[config.mk]
export PLATFORM = sky130hd
export DESIGN_NAME = boot_mode_loader
export DESIGN_NICKNAME = d
export VERILOG_FILES = /design/src/rtl/boot_mode_pkg.sv /design/src/rtl/boot_clk_div.sv /design/src/rtl/boot_shift_seq.sv /design/src/rtl/boot_mode_decode.sv /design/src/rtl/boot_mode_loader.sv
export SDC_FILE = /design/constraint.sdc
export NUM_CORES = 1
export LEC_CHECK = 0
export ABC_CLOCK_PERIOD_IN_PS = 1740
export BUFFER_PORTS_ARGS = -buffer_cell sky130_fd_sc_hd__buf_2
export CAP_MARGIN = 10
export CORE_MARGIN = 2
export CORE_UTILIZATION = 51
export DETAILED_ROUTE_END_ITERATION = 10
export MAX_ROUTING_LAYER = met4
export PLACE_DENSITY = 0.83
export SYNTH_ARGS = -nofsm -noshare
export SYNTH_HDL_FRONTEND = slang
export SYNTH_SLANG_ARGS = --single-unit
[constraint.sdc]
create_clock -name clk -period 1.74 [get_ports clk]
set_input_delay 0.174 -clock clk [delete_from_list [all_inputs] [get_ports clk]]
set_output_delay 0.174 -clock clk [all_outputs]
set_load 0.005 [all_outputs]
[src/rtl/boot_mode_pkg.sv]
package boot_mode_pkg;
   // field positions inside the serial word (the decoder depends on them)
   localparam int unsigned FIELD_W     = 15;
   localparam int unsigned POS_ZERO0   = 0;
   localparam int unsigned POS_WB_LO   = 1;
   localparam int unsigned POS_MULT_LO = 5;
   localparam int unsigned POS_ENDIAN  = 8;
   localparam int unsigned POS_WP_LO   = 9;
   localparam int unsigned POS_TMR     = 11;
   localparam int unsigned POS_ONE12   = 12;
   localparam int unsigned POS_DRV_LO  = 13;

   localparam logic [3:0] WB_MAX_LEGAL = 4'd8;
   localparam logic [2:0] MULT_RSVD    = 3'd7;

   typedef enum logic [1:0] {
      WP_LEGACY  = 2'b00,
      WP_RSVD    = 2'b01,
      WP_PIPE    = 2'b10,
      WP_REISSUE = 2'b11
   } wr_proto_e;

   typedef struct packed {
      logic [3:0] wb_pattern;
      logic [3:0] clk_mult;
      logic       big_endian;
      logic [1:0] wr_proto;
      logic       tmr_int_dis;
      logic [6:0] drive_pct;
   } mode_fields_t;
endpackage

[src/rtl/boot_clk_div.sv]
module boot_clk_div #(
   parameter int unsigned DIV = 256
) (
   input  logic clk,
   input  logic rst_n,
   output logic mode_clk,
   output logic rise_stb
);
   localparam int unsigned CW   = $clog2(DIV);
   localparam int unsigned HALF = DIV / 2;
   localparam bit          POW2 = ((DIV & (DIV - 1)) == 0);

   logic [CW-1:0] cnt;

   initial begin
      assert (DIV >= 8 && (DIV % 2) == 0)
         else $error("boot_clk_div: DIV must be even and at least 8");
   end

   // high in the cycle whose closing edge raises mode_clk
   assign rise_stb = (cnt == CW'(HALF - 1));

   generate
      if (POW2) begin : g_pow2
         always_ff @(posedge clk) begin
            if (!rst_n) cnt <= '0;
            else        cnt <= cnt + 1'b1;
         end
         assign mode_clk = cnt[CW-1];
      end else begin : g_cmp
         logic mclk_q;
         always_ff @(posedge clk) begin
            if (!rst_n) begin
               cnt    <= '0;
               mclk_q <= 1'b0;
            end else begin
               if (cnt == CW'(DIV - 1)) cnt <= '0;
               else                     cnt <= cnt + 1'b1;
               if (rise_stb)                 mclk_q <= 1'b1;
               else if (cnt == CW'(DIV - 1)) mclk_q <= 1'b0;
            end
         end
         assign mode_clk = mclk_q;
      end
   endgenerate

   a_r2_rise_follows_stb : assert property (@(posedge clk) disable iff (!rst_n)
      rise_stb |=> $rose(mode_clk));
endmodule

[src/rtl/boot_shift_seq.sv]
module boot_shift_seq #(
   parameter int unsigned NBITS   = 256,
   parameter int unsigned FIELD_W = 15
) (
   input  logic               clk,
   input  logic               rst_n,
   input  logic               rise_stb,
   input  logic               pwr_good,
   input  logic               din,
   output logic [FIELD_W-1:0] low_bits,
   output logic               stray,
   output logic               done
);
   localparam int unsigned CNT_W = $clog2(NBITS + 1);

   logic [CNT_W-1:0] bit_cnt;
   logic             take;

   initial begin
      assert (NBITS > FIELD_W)
         else $error("boot_shift_seq: NBITS must exceed FIELD_W");
   end

   // a load starts with pwr_good and then runs to the end on its own
   assign take = rise_stb && !done && ((bit_cnt != '0) || pwr_good);

   always_ff @(posedge clk) begin
      if (!rst_n) begin
         bit_cnt <= '0;
         done    <= 1'b0;
         stray   <= 1'b0;
      end else if (take) begin
         bit_cnt <= bit_cnt + 1'b1;
         if (bit_cnt == CNT_W'(NBITS - 1)) done <= 1'b1;
         if (bit_cnt >= CNT_W'(FIELD_W) && din) stray <= 1'b1;
      end
   end

   generate
      for (genvar i = 0; i < FIELD_W; i++) begin : g_cap
         always_ff @(posedge clk) begin
            if (!rst_n)                               low_bits[i] <= 1'b0;
            else if (take && bit_cnt == CNT_W'(i))    low_bits[i] <= din;
         end
      end
   endgenerate

   a_r4_done_sticky : assert property (@(posedge clk) disable iff (!rst_n)
      done |=> done);
   a_r4_count_bound : assert property (@(posedge clk) disable iff (!rst_n)
      bit_cnt <= CNT_W'(NBITS));
   a_r5_frozen_after_done : assert property (@(posedge clk) disable iff (!rst_n)
      done |=> ($stable(low_bits) && $stable(stray)));
   a_r4_count_moves_on_stb : assert property (@(posedge clk) disable iff (!rst_n)
      !rise_stb |=> $stable(bit_cnt));
endmodule

[src/rtl/boot_mode_decode.sv]
module boot_mode_decode
   import boot_mode_pkg::*;
#(
   parameter int unsigned FW = FIELD_W
) (
   input  logic [FW-1:0] low_bits,
   input  logic          stray,
   input  logic          done,
   output mode_fields_t  fields,
   output logic          err
);
   logic [3:0]  wb;
   logic [2:0]  mc;
   wr_proto_e   wp;
   logic [1:0]  drv;
   logic        rsvd_code, fixed_bad;
   logic [6:0]  pct;

   assign wb  = low_bits[POS_WB_LO   +: 4];
   assign mc  = low_bits[POS_MULT_LO +: 3];
   assign wp  = wr_proto_e'(low_bits[POS_WP_LO +: 2]);
   assign drv = low_bits[POS_DRV_LO  +: 2];

   always_comb begin
      unique case (drv)
         2'b10:   pct = 7'd100;
         2'b11:   pct = 7'd83;
         2'b00:   pct = 7'd67;
         default: pct = 7'd50;
      endcase
   end

   assign rsvd_code = (wb > WB_MAX_LEGAL) || (mc == MULT_RSVD) || (wp == WP_RSVD);
   assign fixed_bad = low_bits[POS_ZERO0] || !low_bits[POS_ONE12] || stray;

   always_comb begin
      fields = '0;
      err    = 1'b0;
      if (done) begin
         fields.wb_pattern  = wb;
         fields.clk_mult    = (mc == MULT_RSVD) ? 4'd0 : ({1'b0, mc} + 4'd2);
         fields.big_endian  = low_bits[POS_ENDIAN];
         fields.wr_proto    = wp;
         fields.tmr_int_dis = low_bits[POS_TMR];
         fields.drive_pct   = pct;
         err                = rsvd_code || fixed_bad;
      end
   end
endmodule

[src/rtl/boot_mode_loader.sv]
module boot_mode_loader
   import boot_mode_pkg::*;
#(
   parameter int unsigned DIV   = 256,
   parameter int unsigned NBITS = 256
) (
   input  logic       clk,
   input  logic       rst_n,
   input  logic       pwr_good,
   input  logic       mode_din,
   output logic       mode_clk,
   output logic       cfg_done,
   output logic       cfg_err,
   output logic [3:0] wb_pattern,
   output logic [3:0] clk_mult,
   output logic       big_endian,
   output logic [1:0] wr_proto,
   output logic       tmr_int_dis,
   output logic [6:0] drive_pct
);
   localparam int unsigned PCW = $clog2(DIV) + 1;

   logic               rise_stb;
   logic [FIELD_W-1:0] low_bits;
   logic               stray;
   mode_fields_t       fields;

   boot_clk_div #(.DIV(DIV)) u_div (
      .clk      (clk),
      .rst_n    (rst_n),
      .mode_clk (mode_clk),
      .rise_stb (rise_stb)
   );

   boot_shift_seq #(.NBITS(NBITS), .FIELD_W(FIELD_W)) u_seq (
      .clk      (clk),
      .rst_n    (rst_n),
      .rise_stb (rise_stb),
      .pwr_good (pwr_good),
      .din      (mode_din),
      .low_bits (low_bits),
      .stray    (stray),
      .done     (cfg_done)
   );

   boot_mode_decode #(.FW(FIELD_W)) u_dec (
      .low_bits (low_bits),
      .stray    (stray),
      .done     (cfg_done),
      .fields   (fields),
      .err      (cfg_err)
   );

   assign wb_pattern  = fields.wb_pattern;
   assign clk_mult    = fields.clk_mult;
   assign big_endian  = fields.big_endian;
   assign wr_proto    = fields.wr_proto;
   assign tmr_int_dis = fields.tmr_int_dis;
   assign drive_pct   = fields.drive_pct;

   // period watch: counts master cycles between rising edges of mode_clk
   logic [PCW-1:0] per_cnt;
   logic           mclk_d, seen_rise;
   always_ff @(posedge clk) begin
      if (!rst_n) begin
         per_cnt   <= '0;
         mclk_d    <= 1'b0;
         seen_rise <= 1'b0;
      end else begin
         mclk_d <= mode_clk;
         if (mode_clk && !mclk_d) begin
            per_cnt   <= '0;
            seen_rise <= 1'b1;
         end else begin
            per_cnt <= per_cnt + 1'b1;
         end
      end
   end

   a_r2_period : assert property (@(posedge clk) disable iff (!rst_n)
      (mode_clk && !mclk_d && seen_rise) |-> (per_cnt == PCW'(DIV - 1)));
   a_r12_err_needs_done : assert property (@(posedge clk) disable iff (!rst_n)
      cfg_err |-> cfg_done);
   a_r7_mult_range : assert property (@(posedge clk) disable iff (!rst_n)
      (cfg_done && !cfg_err) |-> (clk_mult >= 4'd2 && clk_mult <= 4'd8));
   a_r10_drive_legal : assert property (@(posedge clk) disable iff (!rst_n)
      cfg_done |-> (drive_pct == 7'd100 || drive_pct == 7'd83 ||
                    drive_pct == 7'd67  || drive_pct == 7'd50));
   a_r5_outputs_hold : assert property (@(posedge clk) disable iff (!rst_n)
      cfg_done |=> ($stable(wb_pattern) && $stable(clk_mult) && $stable(wr_proto)
                    && $stable(drive_pct) && $stable(cfg_err)));
endmodule

==> results.cfg <==
[logic_synthesis]
ys.flop_type = dfxtp_1
synth-edff-count = 0
synth_nets = 229
synth-seq-area-share_pct = 36.9
async_flop_share_pct = 0
synth_cell_types = 41
syn-cell-area_um2 = 1840
synth_top_area_cell = dfxtp_1
netlist_instances = 215
synth_area_leaders = dfxtp_1, mux2i_1, ha_1, nand2_1, nand3_1
yosys_warnings = 0
postSynthAreaPerCell_um2 = 8.58
synth_seq_cells = 34
post-synth-top-area-fraction_pct = 36.9

[cts]
ctsResizeCount = 0
postCtsSetupRepairBufs = 0
insertion_delay_ns = 0.35
clock_path_buffers = 2
cts_tree = yes
postCtsHoldBufs = 0
numCtsBuffers = 5
clk_pin_slew_ns = 0.11
cts-root-buf = clkbuf_4
htreeDepth = 2
cts_sinks = 34

[final_layout]
antenna_cells = 0
final_common_cell = dfxtp_1
drive_above_1_share_pct = 25.6
fillCellCount = 298
layout_common_cells = dfxtp_1, nand2_1, buf_2
syn2layout_area_growth_pct = 21.8
fin_nets = 267

[sta]
hold_violations = 0
fin_setup_tns_ns = 0
finalCriticalPeriod_ns = 1.72
rsz0062_at_grt = yes
finClkSkew_ns = 0.00612
final_max_slew_viol_count = 0
max_clock_freq_mhz = 582
period_share_pct = 98.7
setup_violations = 0

[place]
port-buffer-count = 24
dpl.hpwl_um = 2970
place_congestion = 0.819

[critical_path]
end_kind = register
cp_slowest_stage_delay_ns = 0.50
crit_fanout = 10
path_class = register to register
worst_path_max_delay_cell = or4_1
r2r_setup_slack_ns = 0.02
crit_arrival_ns = 2.01
crit_chain = inv_2, ha_1, nor2b_4, and4b_4, or4_1, a21oi_2
required_ns = 2.04
cp_num_buf_inv = 1
cp-start-kind = register
crit_family = simple AND/OR/NAND/NOR gates

[floorplan]
core_um2 = 3420
die_w_um = 64.1
die_area_um2 = 4110
die_h_um = 64.1
ios = 26
initial_core_util_pct = 54.0
rows = 21

[route]
num_vias = 1655
ant_nets = 0
dr.pass1.iters = 4
wl_per_cell_um = 13.6
drt_iter0_markers = 84
drc = 0
routed_wl_um = 4080
viasPerCell = 5.52

[power]
finalPower_mw = 1.56
p_per_area_nw_per_um2 = 695
vdd_drop_max_v = 0.000526
leakage_nw = 1.03

[global_routing]
grt.total_usage_pct = 23.0
grt.overflow.total = 0
grt_pass1_wl_um = 7100
antenna_found_initial = 0
grt_max_degree = 16
grt_pass1_vias = 1562

[hold_path]
hold_class = input port to register

[status]
status = finished, final reports clean

[job]
cap_violations = 0
==> flip-flops by register name (all words and copies together), names as in the netlist <==
name / flops
u_seq.low_bits: 15
u_seq.bit_cnt: 9
u_div.cnt: 8
u_seq.done: 1
u_seq.stray: 1
==> cell families (layout without fill, tap and decap cells) <==
| family | count (synthesis) | after routing | synth area share [%] |
|---|---|---|---|
| multiplexers | 14 | 14 | 7.60 |
| buffers and inverters | 20 | 59 | 5.70 |
| AND/OR/NAND/NOR | 105 | 105 | 31.2 |
| flip-flops | 34 | 34 | 36.9 |
| adder cells (fa/ha/maj) | 10 | 10 | 6.78 |
| AO/OA/AOI/OAI | 23 | 23 | 7.80 |
| XOR/XNOR | 8 | 8 | 3.80 |
| other | 1 | 1 | 0.203 |
==> through the flow <==
| step | util (%) | setup slack [ns] | instances | hold slack (ns) | area (um^2) |
|---|---|---|---|---|---|
| 5_1_grt | 65.8 | -0.0570 | 300 | 0.132 | 2250 |
| 3_5_place_dp | 62.1 | 0.0317 | 292 | 0.459 | 2120 |
| 3_3_place_gp | 62.1 | 0.0722 | 292 | 0.442 | 2120 |
| 4_1_cts | 65.2 | 0.00239 | 300 | 0.112 | 2230 |
| 6_report | 65.8 | 0.0232 | 300 | 0.124 | 2250 |
| 2_1_floorplan | - | 0.0209 | 215 | 0.328 | 1870 |
==> where the power goes <==
group          total, mW  leakage [nW]  switching [mW]  internal, mW
combinational     0.0644         0.693          0.0373        0.0271
sequential         0.788         0.276         0.00723         0.781
clock              0.709        0.0567           0.280         0.429
total               1.56          1.03           0.325          1.24
==> cells in the mapped netlist, types with 2 or more instances <==
cell type   n
a21oi_1     7
nor2_1     17
nor3_1      2
ha_1       10
nand4_1     8
o21ai_0     7
buf_4       2
clkbuf_1    5
or3_1       2
xor2_1      6
nand3_1    17
dfxtp_1    34
o31ai_1     3
nor2b_1     4
or4_1       3
nand2_1    25
mux2i_1    14
and3_1      6
inv_1       9
and2_1     12
xnor2_1     2
==> worst register-to-register path, cell delays in order (launching register included) <==
cell     delay (ns)
dfxtp_4        0.40
inv_2          0.06
ha_1           0.20
nor2b_4        0.13
and4b_4        0.23
or4_1          0.50
a21oi_2        0.15
==> cell type report <==
| class | instances | area (um^2) | share of cell area, % |
|---|---|---|---|
| multi-input cells | 161 | 1100 | 48.8 |
| repair buffers | 41 | 260 | 11.6 |
| inverters | 10 | 37.5 | 1.67 |
| clock buffers | 7 | 76.3 | 3.40 |
| flip-flops and latches | 34 | 688 | 30.6 |
| well taps | 46 | 57.6 | 2.56 |
| clock inverters | 1 | 30.0 | 1.34 |
==> layer usage <==
metal / wire, um / track usage (%)
met1: 1890 / 29.4
met2: 1890 / 35.2
met3: 205 / 4.40
met4: 87 / 10.9
met5: 0 / -
==> worst paths after layout <==
| path | endpoint | start | cells past startpoint |
|---|---|---|---|
| worst max-delay path | u_seq.bit_cnt[5]$_SDFFE_PN0P_ | u_seq.bit_cnt[0]$_SDFFE_PN0P_ | 6 |
| worst min-delay path | u_seq.low_bits[12]$_SDFFE_PN0P_ | mode_din | 3 |
| worst max register to register | u_seq.bit_cnt[5]$_SDFFE_PN0P_ | u_seq.bit_cnt[0]$_SDFFE_PN0P_ | 6 |
| worst min register to register | u_seq.low_bits[11]$_SDFFE_PN0P_ | u_seq.low_bits[11]$_SDFFE_PN0P_ | 2 |
Note: power is estimated with default switching activity, not from simulation.
